<file path="src/rtl/uart_rx_pkg.sv">
// Shared types and helpers for the serial receive channel.
package uart_rx_pkg;

    // Data width selector as presented on the char_len port.
    typedef enum logic [1:0] {
        LEN7 = 2'd0,
        LEN8 = 2'd1,
        LEN9 = 2'd2
    } len_e;

    // Frame sequencer states.
    typedef enum logic [2:0] {
        ST_IDLE,
        ST_START,
        ST_DATA,
        ST_PAR,
        ST_STOP1,
        ST_STOP2,
        ST_WAIT_HI
    } rx_state_e;

    // Number of data bits for a width code (reserved code treated as 9).
    function automatic logic [3:0] data_bits(input len_e len);
        case (len)
            LEN7:    data_bits = 4'd7;
            LEN8:    data_bits = 4'd8;
            default: data_bits = 4'd9;
        endcase
    endfunction

endpackage

</file>
<file path="src/rtl/rx_tick_gen.sv">
// Oversampling tick generator.
// Emits a one-clock pulse every CLKS_PER_TICK clocks; 16 ticks make one bit.
// Assumes CLKS_PER_TICK >= 2.
module rx_tick_gen #(
    parameter int CLKS_PER_TICK = 4
) (
    input  logic clk,
    input  logic rst_n,
    input  logic clr,
    output logic tick
);
    localparam int DW = $clog2(CLKS_PER_TICK);

    logic [DW-1:0] div_q;

    // Free-running divider, restarted by clear.
    always_ff @(posedge clk) begin
        if (!rst_n || clr) begin
            div_q <= '0;
            tick  <= 1'b0;
        end else if (div_q == DW'(CLKS_PER_TICK - 1)) begin
            div_q <= '0;
            tick  <= 1'b1;
        end else begin
            div_q <= div_q + 1'b1;
            tick  <= 1'b0;
        end
    end
endmodule

</file>
<file path="src/rtl/rx_frame_fsm.sv">
// Frame sequencer: start-bit validation, data shift, parity and stop checks.
// Assumes rxd is already synchronised. A clear returns it to idle.
// Produces a one-clock done pulse with the word and its error bits.
module rx_frame_fsm
    import uart_rx_pkg::*;
#(
    parameter int OVS   = 16,
    parameter int WORD_W = 9
) (
    input  logic              clk,
    input  logic              rst_n,
    input  logic              clr,
    input  logic              tick,
    input  logic              rxd,
    input  len_e              len,
    input  logic              par_en,
    input  logic              par_odd,
    input  logic              two_stop,
    output logic              done,
    output logic [WORD_W-1:0] word,
    output logic              perr,
    output logic              ferr
);
    localparam int TW = $clog2(OVS);
    localparam logic [TW-1:0] T_HALF = TW'(OVS / 2 - 1);
    localparam logic [TW-1:0] T_FULL = TW'(OVS - 1);

    rx_state_e         st_q;
    logic [TW-1:0]     tcnt_q;
    logic [3:0]        bidx_q;
    logic [WORD_W-1:0] sh_q;
    logic              pbit_q;
    logic [3:0]        nbits;
    logic              at_mid;

    assign nbits  = data_bits(len);
    assign at_mid = tick && (tcnt_q == T_FULL);

    // Sequencer: counts ticks within each bit and samples at mid-bit.
    always_ff @(posedge clk) begin
        if (!rst_n || clr) begin
            st_q   <= ST_IDLE;
            tcnt_q <= '0;
            bidx_q <= '0;
            sh_q   <= '0;
            pbit_q <= 1'b0;
            done   <= 1'b0;
            word   <= '0;
            perr   <= 1'b0;
            ferr   <= 1'b0;
        end else begin
            done <= 1'b0;
            if (tick && st_q != ST_IDLE && st_q != ST_WAIT_HI)
                tcnt_q <= (tcnt_q == T_FULL) ? '0 : tcnt_q + 1'b1;
            case (st_q)
                ST_IDLE: begin
                    if (!rxd) begin
                        st_q   <= ST_START;
                        tcnt_q <= '0;
                    end
                end
                ST_START: begin
                    if (tick && tcnt_q == T_HALF) begin
                        tcnt_q <= '0;
                        if (!rxd) begin
                            st_q   <= ST_DATA;
                            bidx_q <= '0;
                            sh_q   <= '0;
                        end else begin
                            st_q <= ST_IDLE;
                        end
                    end
                end
                ST_DATA: begin
                    if (at_mid) begin
                        sh_q[bidx_q] <= rxd;
                        if (bidx_q == nbits - 4'd1)
                            st_q <= par_en ? ST_PAR : ST_STOP1;
                        else
                            bidx_q <= bidx_q + 4'd1;
                    end
                end
                ST_PAR: begin
                    if (at_mid) begin
                        pbit_q <= rxd;
                        st_q   <= ST_STOP1;
                    end
                end
                ST_STOP1: begin
                    if (at_mid) begin
                        done <= 1'b1;
                        word <= sh_q;
                        perr <= par_en && ((^sh_q) ^ pbit_q ^ par_odd);
                        ferr <= !rxd;
                        if (!rxd)          st_q <= ST_WAIT_HI;
                        else if (two_stop) st_q <= ST_STOP2;
                        else               st_q <= ST_IDLE;
                    end
                end
                ST_STOP2: begin
                    if (at_mid) st_q <= rxd ? ST_IDLE : ST_WAIT_HI;
                end
                ST_WAIT_HI: begin
                    if (rxd) st_q <= ST_IDLE;
                end
                default: st_q <= ST_IDLE;
            endcase
        end
    end
endmodule

</file>
<file path="src/rtl/rx_word_buf.sv">
// One-word receive holding register with status flags and address filter.
// Assumes done is a single-cycle pulse. A read in the same cycle as a
// completing frame frees the slot first, so that frame is loaded.
module rx_word_buf
    import uart_rx_pkg::*;
#(
    parameter int WORD_W = 9
) (
    input  logic              clk,
    input  logic              rst_n,
    input  logic              init,
    input  logic              rx_en,
    input  logic              addr_mode_en,
    input  len_e              len,
    input  logic              done,
    input  logic [WORD_W-1:0] word,
    input  logic              perr,
    input  logic              ferr,
    input  logic              rd,
    output logic [WORD_W-1:0] data_q,
    output logic              full_q,
    output logic              par_q,
    output logic              frm_q,
    output logic              ovr_q,
    output logic              sum_q
);
    logic addr_mode;
    logic matched_q;
    logic accept;

    assign addr_mode = addr_mode_en && (len == LEN9);
    assign accept    = done && rx_en && (!addr_mode || matched_q || word[WORD_W-1]);

    // Address filter: opens on the first frame whose top bit is set.
    always_ff @(posedge clk) begin
        if (!rst_n || init || !addr_mode)
            matched_q <= 1'b0;
        else if (accept && word[WORD_W-1])
            matched_q <= 1'b1;
    end

    // Holding register and flags: read clears, accepted frame loads or overruns.
    always_ff @(posedge clk) begin
        if (!rst_n || init) begin
            data_q <= '0;
            full_q <= 1'b0;
            par_q  <= 1'b0;
            frm_q  <= 1'b0;
            ovr_q  <= 1'b0;
            sum_q  <= 1'b0;
        end else begin
            if (rd) begin
                full_q <= 1'b0;
                par_q  <= 1'b0;
                frm_q  <= 1'b0;
                ovr_q  <= 1'b0;
                sum_q  <= 1'b0;
            end
            if (accept) begin
                if (full_q && !rd) begin
                    ovr_q <= 1'b1;
                    sum_q <= 1'b1;
                end else begin
                    data_q <= word;
                    full_q <= 1'b1;
                    par_q  <= perr;
                    frm_q  <= ferr;
                    sum_q  <= perr | ferr;
                end
            end
        end
    end
endmodule

</file>
<file path="src/rtl/rts_delay_ctrl.sv">
// Flow-control pacing: holds rts_n high while a word waits. After a read it
// counts code * STEP_BITS bit times in oversampling ticks, then releases.
// Assumes tick is the same oversampling tick used by the receiver.
module rts_delay_ctrl #(
    parameter int OVS       = 16,
    parameter int STEP_BITS = 8,
    parameter int DLY_W     = 4
) (
    input  logic             clk,
    input  logic             rst_n,
    input  logic             init,
    input  logic             tick,
    input  logic             rts_en,
    input  logic [DLY_W-1:0] code,
    input  logic             full,
    input  logic             rd,
    output logic             rts_n
);
    localparam int STEP_TICKS = STEP_BITS * OVS;
    localparam int MAX_TICKS  = ((1 << DLY_W) - 1) * STEP_TICKS;
    localparam int CW         = $clog2(MAX_TICKS + 1);

    logic          hold_q;
    logic [CW-1:0] cnt_q;

    // Hold state and countdown of the release delay.
    always_ff @(posedge clk) begin
        if (!rst_n || init) begin
            hold_q <= 1'b0;
            cnt_q  <= '0;
        end else if (full && rd) begin
            hold_q <= (code != '0);
            cnt_q  <= CW'(code) * CW'(STEP_TICKS);
        end else if (full) begin
            hold_q <= 1'b1;
            cnt_q  <= '0;
        end else if (hold_q && tick) begin
            if (cnt_q <= CW'(1)) begin
                hold_q <= 1'b0;
                cnt_q  <= '0;
            end else begin
                cnt_q <= cnt_q - 1'b1;
            end
        end
    end

    // Registered output, gated by the enable.
    always_ff @(posedge clk) begin
        if (!rst_n || init) rts_n <= 1'b0;
        else                rts_n <= rts_en && (hold_q || full);
    end
endmodule

</file>
<file path="src/rtl/uart_rx_core.sv">
// Serial receive channel top: input synchroniser, tick generator, frame
// sequencer, holding register and flow-control pacing.
// Assumes a clock of 16 * CLKS_PER_TICK times the bit rate and an idle-high line.
module uart_rx_core
    import uart_rx_pkg::*;
#(
    parameter int CLKS_PER_TICK = 4,
    parameter int OVS           = 16,
    parameter int RTS_STEP_BITS = 8,
    parameter int DLY_W         = 4,
    parameter int WORD_W        = 9
) (
    input  logic              clk,
    input  logic              rst_n,
    input  logic              rx_en,
    input  logic              rx_init,
    input  logic [1:0]        char_len,
    input  logic              par_en,
    input  logic              par_odd,
    input  logic              two_stop,
    input  logic              addr_mode_en,
    input  logic              rts_en,
    input  logic [DLY_W-1:0]  rts_dly,
    input  logic              rxd,
    input  logic              rd_strobe,
    output logic [WORD_W-1:0] rd_data,
    output logic              buf_full,
    output logic              par_err,
    output logic              frm_err,
    output logic              ovr_err,
    output logic              sum_err,
    output logic              rts_n
);
    logic [1:0]        sync_q;
    logic              tick;
    logic              fr_done;
    logic [WORD_W-1:0] fr_word;
    logic              fr_perr;
    logic              fr_ferr;
    len_e              len;

    assign len = len_e'(char_len);

    // Two-flop synchroniser on the serial input, idles high.
    always_ff @(posedge clk) begin
        if (!rst_n) sync_q <= 2'b11;
        else        sync_q <= {sync_q[0], rxd};
    end

    rx_tick_gen #(.CLKS_PER_TICK(CLKS_PER_TICK)) tick_i (
        .clk(clk), .rst_n(rst_n), .clr(rx_init), .tick(tick)
    );

    rx_frame_fsm #(.OVS(OVS), .WORD_W(WORD_W)) fsm_i (
        .clk(clk), .rst_n(rst_n), .clr(rx_init || !rx_en), .tick(tick),
        .rxd(sync_q[1]), .len(len), .par_en(par_en), .par_odd(par_odd),
        .two_stop(two_stop), .done(fr_done), .word(fr_word),
        .perr(fr_perr), .ferr(fr_ferr)
    );

    rx_word_buf #(.WORD_W(WORD_W)) buf_i (
        .clk(clk), .rst_n(rst_n), .init(rx_init), .rx_en(rx_en),
        .addr_mode_en(addr_mode_en), .len(len), .done(fr_done),
        .word(fr_word), .perr(fr_perr), .ferr(fr_ferr), .rd(rd_strobe),
        .data_q(rd_data), .full_q(buf_full), .par_q(par_err),
        .frm_q(frm_err), .ovr_q(ovr_err), .sum_q(sum_err)
    );

    rts_delay_ctrl #(.OVS(OVS), .STEP_BITS(RTS_STEP_BITS), .DLY_W(DLY_W)) rts_i (
        .clk(clk), .rst_n(rst_n), .init(rx_init), .tick(tick),
        .rts_en(rts_en), .code(rts_dly), .full(buf_full),
        .rd(rd_strobe), .rts_n(rts_n)
    );
endmodule

</file>
<file path="config.mk">
export PLATFORM = sky130hd
export DESIGN_NAME = uart_rx_core
export DESIGN_NICKNAME = d
export VERILOG_FILES = /design/src/rtl/uart_rx_pkg.sv /design/src/rtl/rx_tick_gen.sv /design/src/rtl/rx_frame_fsm.sv /design/src/rtl/rx_word_buf.sv /design/src/rtl/rts_delay_ctrl.sv /design/src/rtl/uart_rx_core.sv
export SDC_FILE = /design/constraint.sdc
export NUM_CORES = 1
export LEC_CHECK = 0
export ABC_AREA = 1
export CORE_ASPECT_RATIO = 0.9
export CORE_MARGIN = 2
export CORE_UTILIZATION = 46
export DETAILED_ROUTE_END_ITERATION = 7
export GPL_TIMING_DRIVEN = 0
export PLACE_DENSITY = 0.66
export RECOVER_POWER = 25
export SLEW_MARGIN = 20
export SYNTH_ARGS = -nofsm -noshare
export SYNTH_HDL_FRONTEND = slang
export SYNTH_SLANG_ARGS = --single-unit
export TNS_END_PERCENT = 20
</file>
<file path="constraint.sdc">
create_clock -name clk -period 4.8 [get_ports clk]
set_input_delay 0.96 -clock clk [delete_from_list [all_inputs] [get_ports clk]]
set_output_delay 0.96 -clock clk [all_outputs]
set_load 0.01 [all_outputs]
</file>
==> qor.yml, run 1 <==
final_common_cell: "nand2_1"
grt_max_degree: 13
wirelength_um: 6970
die-height_um: 84.7
power.internal_mw: 0.875
place_area_mm2: 0.00376
fin_skew_ns: 0.0144
async_flop_share: 0
detail_route.first_pass.iterations: 4
critPathMaxStageDelay_ns: 0.52
clkTransAtPathRegs_ns: 0.07
p_seq_frac: 0.492
ctsResizeCount: 0
crit_chain: "dlygate4sd3_1 > inv_1 > nor2_1 > nand2_1 > inv_1 > clkbuf_1 > o21ai_0 > a21oi_1"
p_comb_frac: 0.036
syn-num-nets: 502
crit_arrival_ns: 2.78
clock_sinks: 66
grt_overflow: 0
postSynthCellCount: 476
io_buffers: 31
ys_seq_area_frac: 0.397
rsz0062_at_grt: "false"
place_congestion: 0.894
grt_pass1_vias: 2710
maxCapViolations: 0
crit_type: "input port to flop"
cp-start-kind: "input port"
max_freq_mhz: 400
switching_share: 0.218
cpMaxStageDelayCell: "dlygate4sd3_1"
fin_crit_ns: 2.50
syn_area_per_cell_um2: 7.00
nNetsFinal: 544
postRouteAntennaNets: 0
start_util: 0.473
clock_latency_ns: 0.34
path_max_fanout: 10
crit_top_cell: "inv_1"
hp-class: "flop to flop"
synth_edf_count: 0
vdd_drop_max_v: 0.000161
tightest_slew_ns: 0.491
antenna_found_initial: 0
yosysWarningCount: 0
viasPerCell: 5.00
cts_tree: "built"
grt_pass1_wl_um: 12100
dieWidth_um: 93.7
cts_setup_buffers: 0
relSlewSlack: 0.673
p_leak_nw: 1.64
ys_ff_latch: 66
dieArea_mm2: 0.00794
grt_usage: 0.189
slew_viol_final: 0
run_status: "complete, no violations"
cts_buffer_depth: 2
drc: 0
synth_area_mm2: 0.00333
p_sw_mw: 0.245
end_kind: "flop"
routedWlPerCell_um: 11.3
netlist.area_leader.share: 0.397
final-hold-violation-count: 0
synth-main-ff-cell: "dfxtp_1"
drive_gt1_frac: 0.0631
core-area_mm2: 0.00704
area_delta_synth_final_pct: 19.6
min_period_over_period: 0.521
ctsHoldBuffers: 0
post-synth-top-area-cell: "dfxtp_1"
route.vias.total: 3080
tns_ns: 0
final_area_mm2: 0.00399
clkPwrFrac: 0.472
cts_buffers: 9
power_density_mw_per_mm2: 281
synth_area_leaders: "dfxtp_1 (40%), nand2_1 (11%), a21oi_1 (6.9%), nor2_1 (6.9%), inv_1 (5.9%)"
report.final.setup_viol: 0
dp_hpwl_um: 5290
cts_root_buf: "clkbuf_8"
layout_common_cells: "nand2_1 (94), dfxtp_1 (66), nor2_1 (61)"
synth_cell_types: 34
pin_count: 32
required_ns: 5.08
htree_levels: 3
row_count: 29
antenna_cells: 0
drtIter0Drc: 114
## cell usage after synthesis (2+ instances only)
| cell type | n |
|---|---|
| o21bai_1 | 3 |
| inv_1 | 52 |
| or2_2 | 4 |
| inv_2 | 3 |
| nand4_1 | 2 |
| ha_1 | 9 |
| xnor2_1 | 8 |
| xor2_1 | 9 |
| nand3_1 | 38 |
| and3_1 | 2 |
| nor2_1 | 61 |
| a21oi_1 | 46 |
| dfxtp_1 | 66 |
| a31oi_1 | 2 |
| nand2_2 | 2 |
| nor3_4 | 2 |
| nand2_1 | 94 |
| clkbuf_1 | 9 |
| o21ai_0 | 35 |
| o2111ai_1 | 2 |
| nor3_1 | 14 |
## routing by layer
metal,GRT usage,part of all wire,up-vias
li1,-,-,1645
met4,0.0672,0.012,0
met3,0.0449,0.049,7
met5,0,0,-
met1,0.257,0.51,1370
met2,0.292,0.43,58
## state kept, by name, indices dropped and copies added (netlist names), 2 cells and up
name and flops:
buf_i.data_q 9, fsm_i.bidx_q 4, fsm_i.sh_q 9, fsm_i.st_q 3
fsm_i.tcnt_q 4, fsm_i.word 9, rts_i.cnt_q 11, sync_q 2
tick_i.div_q 2
## power groups by stage
stage                     clock [mW]  combinational, mW  sequential, mW
after floorplan                    0             0.0198           0.563
after global placement             0             0.0405           0.563
after detailed placement           0             0.0409           0.563
after CTS                      0.541             0.0411           0.550
after global routing           0.565             0.0454           0.550
final                          0.529             0.0404           0.550
## through the flow
| stage | cells | hold WS, ns | power [mW] | setup slack [ns] | utilization |
|---|---|---|---|---|---|
| 2_1_floorplan | 476 | 0.392 | 0.582 | 2.67 | - |
| 3_3_place_gp | 600 | 0.412 | 0.604 | 2.00 | 0.534 |
| 3_5_place_dp | 600 | 0.417 | 0.604 | 1.98 | 0.534 |
| 4_1_cts | 616 | 0.432 | 1.13 | 2.34 | 0.566 |
| 5_1_grt | 616 | 0.437 | 1.16 | 2.05 | 0.566 |
| 6_report | 616 | 0.422 | 1.12 | 2.30 | 0.566 |
## logic make-up after synthesis
group,after synthesis,synth area share
simple gates,224,0.294
buf+inv,66,0.0770
flops,66,0.397
xor+xnor,17,0.0447
compound gates,94,0.154
fa+ha+maj,9,0.0338
## worst max-delay path: cells and delay by family
family          cells  cell delay, ns
compound gates      2            0.28
buf+inv             4            1.09
simple gates        2            0.44
## final timing paths
check                                     start            end  slack [ns]  cells after the start
worst max-delay path                      rst_n  fsm_i.word[1]        2.30                      8
worst min-delay path                  sync_q[0]      sync_q[1]        0.42                      1
worst max register to register  fsm_i.tcnt_q[0]  fsm_i.st_q[2]        2.99                     10
worst min register to register        sync_q[0]      sync_q[1]        0.42                      1
## layout make-up
type,count,area [µm²]
clock buffers,10,138
clock inverters,6,90.1
multi-input cells,344,1750
plain buffers,11,50.0
fillers,707,3050
flip-flops and latches,66,1320
repair buffers,31,310
inverters,55,206
well taps,93,116
Note: power is estimated with default switching activity, not from simulation.
==> inputs of run 2 (changes only) <==
PLACE_DENSITY = 0.69   (was 0.66)
clock period = 2 ns   (was 4.8 ns; I/O delays follow)
==> run 2 against run 1 <==
Net effect:
- register-to-register slack worse by 2.8 ns
- non-clock buffer count unchanged
- largest cell class unchanged
- global-route usage up 0.17 points
- combinational power rose to 2.5 times the previous value
- worst hold slack worse by 0.0022 ns
- sequential power up 140%
==> qor.yml, run 2 (same netlist as run 1, synthesis figures left out) <==
pre_cts_ws_ns: -0.233  # -2.21 ns
routedWlPerCell_um: 11.3  # +0.23%
finalPower_mw: 2.57  # +130%
ctsResizeCount: 0  # unchanged
slew_viol_final: 0  # unchanged
setup_slack_ns: 0.190  # -2.11 ns
antenna_found_initial: 0  # unchanged
route.vias.total: 3053  # -0.88%
rsz0062_at_grt: "true"
required_ns: 2.22  # -2.86 ns
final_area_mm2: 0.00398  # -0.22%
detail_route.first_pass.iterations: 4  # unchanged
grt_pass1_wl_um: 12300  # +1.8%
drive_gt1_frac: 0.0727  # +0.00956
crit_arrival_ns: 2.02  # -0.76 ns
io_buffers: 31  # unchanged
p_leak_nw: 1.66  # +1.0%
crit_type: "flop to flop"
layout_common_cells: "nand2_1 (93), dfxtp_1 (66), nor2_1 (61)"
die-height_um: 84.7  # unchanged
core-area_mm2: 0.00704  # unchanged
nNetsFinal: 544  # unchanged
drc: 0  # unchanged
hp-class: "flop to flop"
pin_count: 32  # unchanged
antenna_cells: 0  # unchanged
relSlewSlack: 0.663  # -0.0100
dp_hpwl_um: 5230  # -1.1%
start_util: 0.473  # unchanged
dieArea_mm2: 0.00794  # unchanged
grt_overflow: 0  # unchanged
viasPerCell: 4.96  # -0.88%
htree_levels: 3  # unchanged
place_area_mm2: 0.00376  # unchanged
end_kind: "flop"
postRouteAntennaNets: 0  # unchanged
cts_buffer_depth: 2  # unchanged
maxCapViolations: 0  # unchanged
cp-start-kind: "flop"
path_max_fanout: 4  # -6
cts_root_buf: "clkbuf_8"
place_congestion: 0.921  # +3.0%
clock_sinks: 66  # unchanged
min_period_over_period: 0.905
row_count: 29  # unchanged
dieWidth_um: 93.7  # unchanged
power_density_mw_per_mm2: 646  # +130%
clock_latency_ns: 0.35  # about the same
area_delta_synth_final_pct: 19.4
largest_reg_flops: 11  # unchanged
ctsHoldBuffers: 0  # unchanged
fin_skew_ns: 0.0101  # -0.00430 ns
cts_buffers: 9  # unchanged
final-hold-violation-count: 0  # unchanged
final_common_cell: "nand2_1"
cts_tree: "built"
grt_pass1_vias: 2738  # +1.0%
tightest_slew_ns: 0.506  # +0.0150 ns
cts_setup_buffers: 0  # unchanged
grt_usage: 0.190  # +0.00172
grt_max_degree: 14  # +1
report.final.setup_viol: 0  # unchanged
fin_crit_ns: 1.81
max_freq_mhz: 553
vdd_drop_max_v: 0.000406  # +150%
registers.top_by_ff_count: "rts_i.cnt_q"
run_status: "complete, no violations"
drtIter0Drc: 161  # +41%
wirelength_um: 6990  # +0.23%
clkTransAtPathRegs_ns: 0.08  # about the same
run 2: worst max-delay path, cell delays in order, from the launching register on:
cell and delay, ns:
dfxtp_1 0.37, ha_1 0.18, nand2_1 0.05, inv_1 0.07, nand3_1 0.11, nand2_1 0.12
o21ai_0 0.08, nor3_1 0.39, nand2_1 0.16, nand2_1 0.09, a21oi_1 0.05
run 2: worst paths after layout:
path / slack (ns) / cells after the start / to / from
hold / removal: 0.42 / 1 / sync_q[1] / sync_q[0]
hold reg to reg: 0.42 / 1 / sync_q[1] / sync_q[0]
setup reg to reg: 0.19 / 10 / fsm_i.st_q[2] / fsm_i.tcnt_q[0]
setup / recovery: 0.19 / 10 / fsm_i.st_q[2] / fsm_i.tcnt_q[0]
run 2: area by class of cell:
| cell class | count | area (µm²) |
|---|---|---|
| Fill cell | 688 | 3060 |
| Multi-Input combinational cell | 344 | 1770 |
| Sequential cell | 66 | 1320 |
| Timing Repair Buffer | 31 | 310 |
| Inverter | 55 | 206 |
| Clock buffer | 9 | 124 |
| Tap cell | 93 | 116 |
| Clock inverter | 7 | 78.8 |
| Buffer | 11 | 51.3 |
run 2: per-layer routing:
metal	vias up	routed length, µm	GRT usage
met5	-	0	0
li1	1640	-	-
met1	1339	3470	0.260
met4	0	57	0.0527
met3	6	419	0.0557
met2	68	3040	0.294
run 2: power breakdown:
part	leakage (nW)	internal, mW	switching, mW
Sequential	0.532	1.32	0.00354
Combinational	1.03	0.0474	0.0541
Clock	0.104	0.586	0.560
run 2: metrics by stage:
stage	std cells	hold WS [ns]	util	setup TNS, ns
5_1_grt	616	0.444	0.565	-0.0290
6_report	616	0.420	0.565	0
3_5_place_dp	600	0.408	0.534	-4.93
2_1_floorplan	476	0.392	-	0
4_1_cts	616	0.432	0.563	0
3_3_place_gp	600	0.412	0.534	-4.07
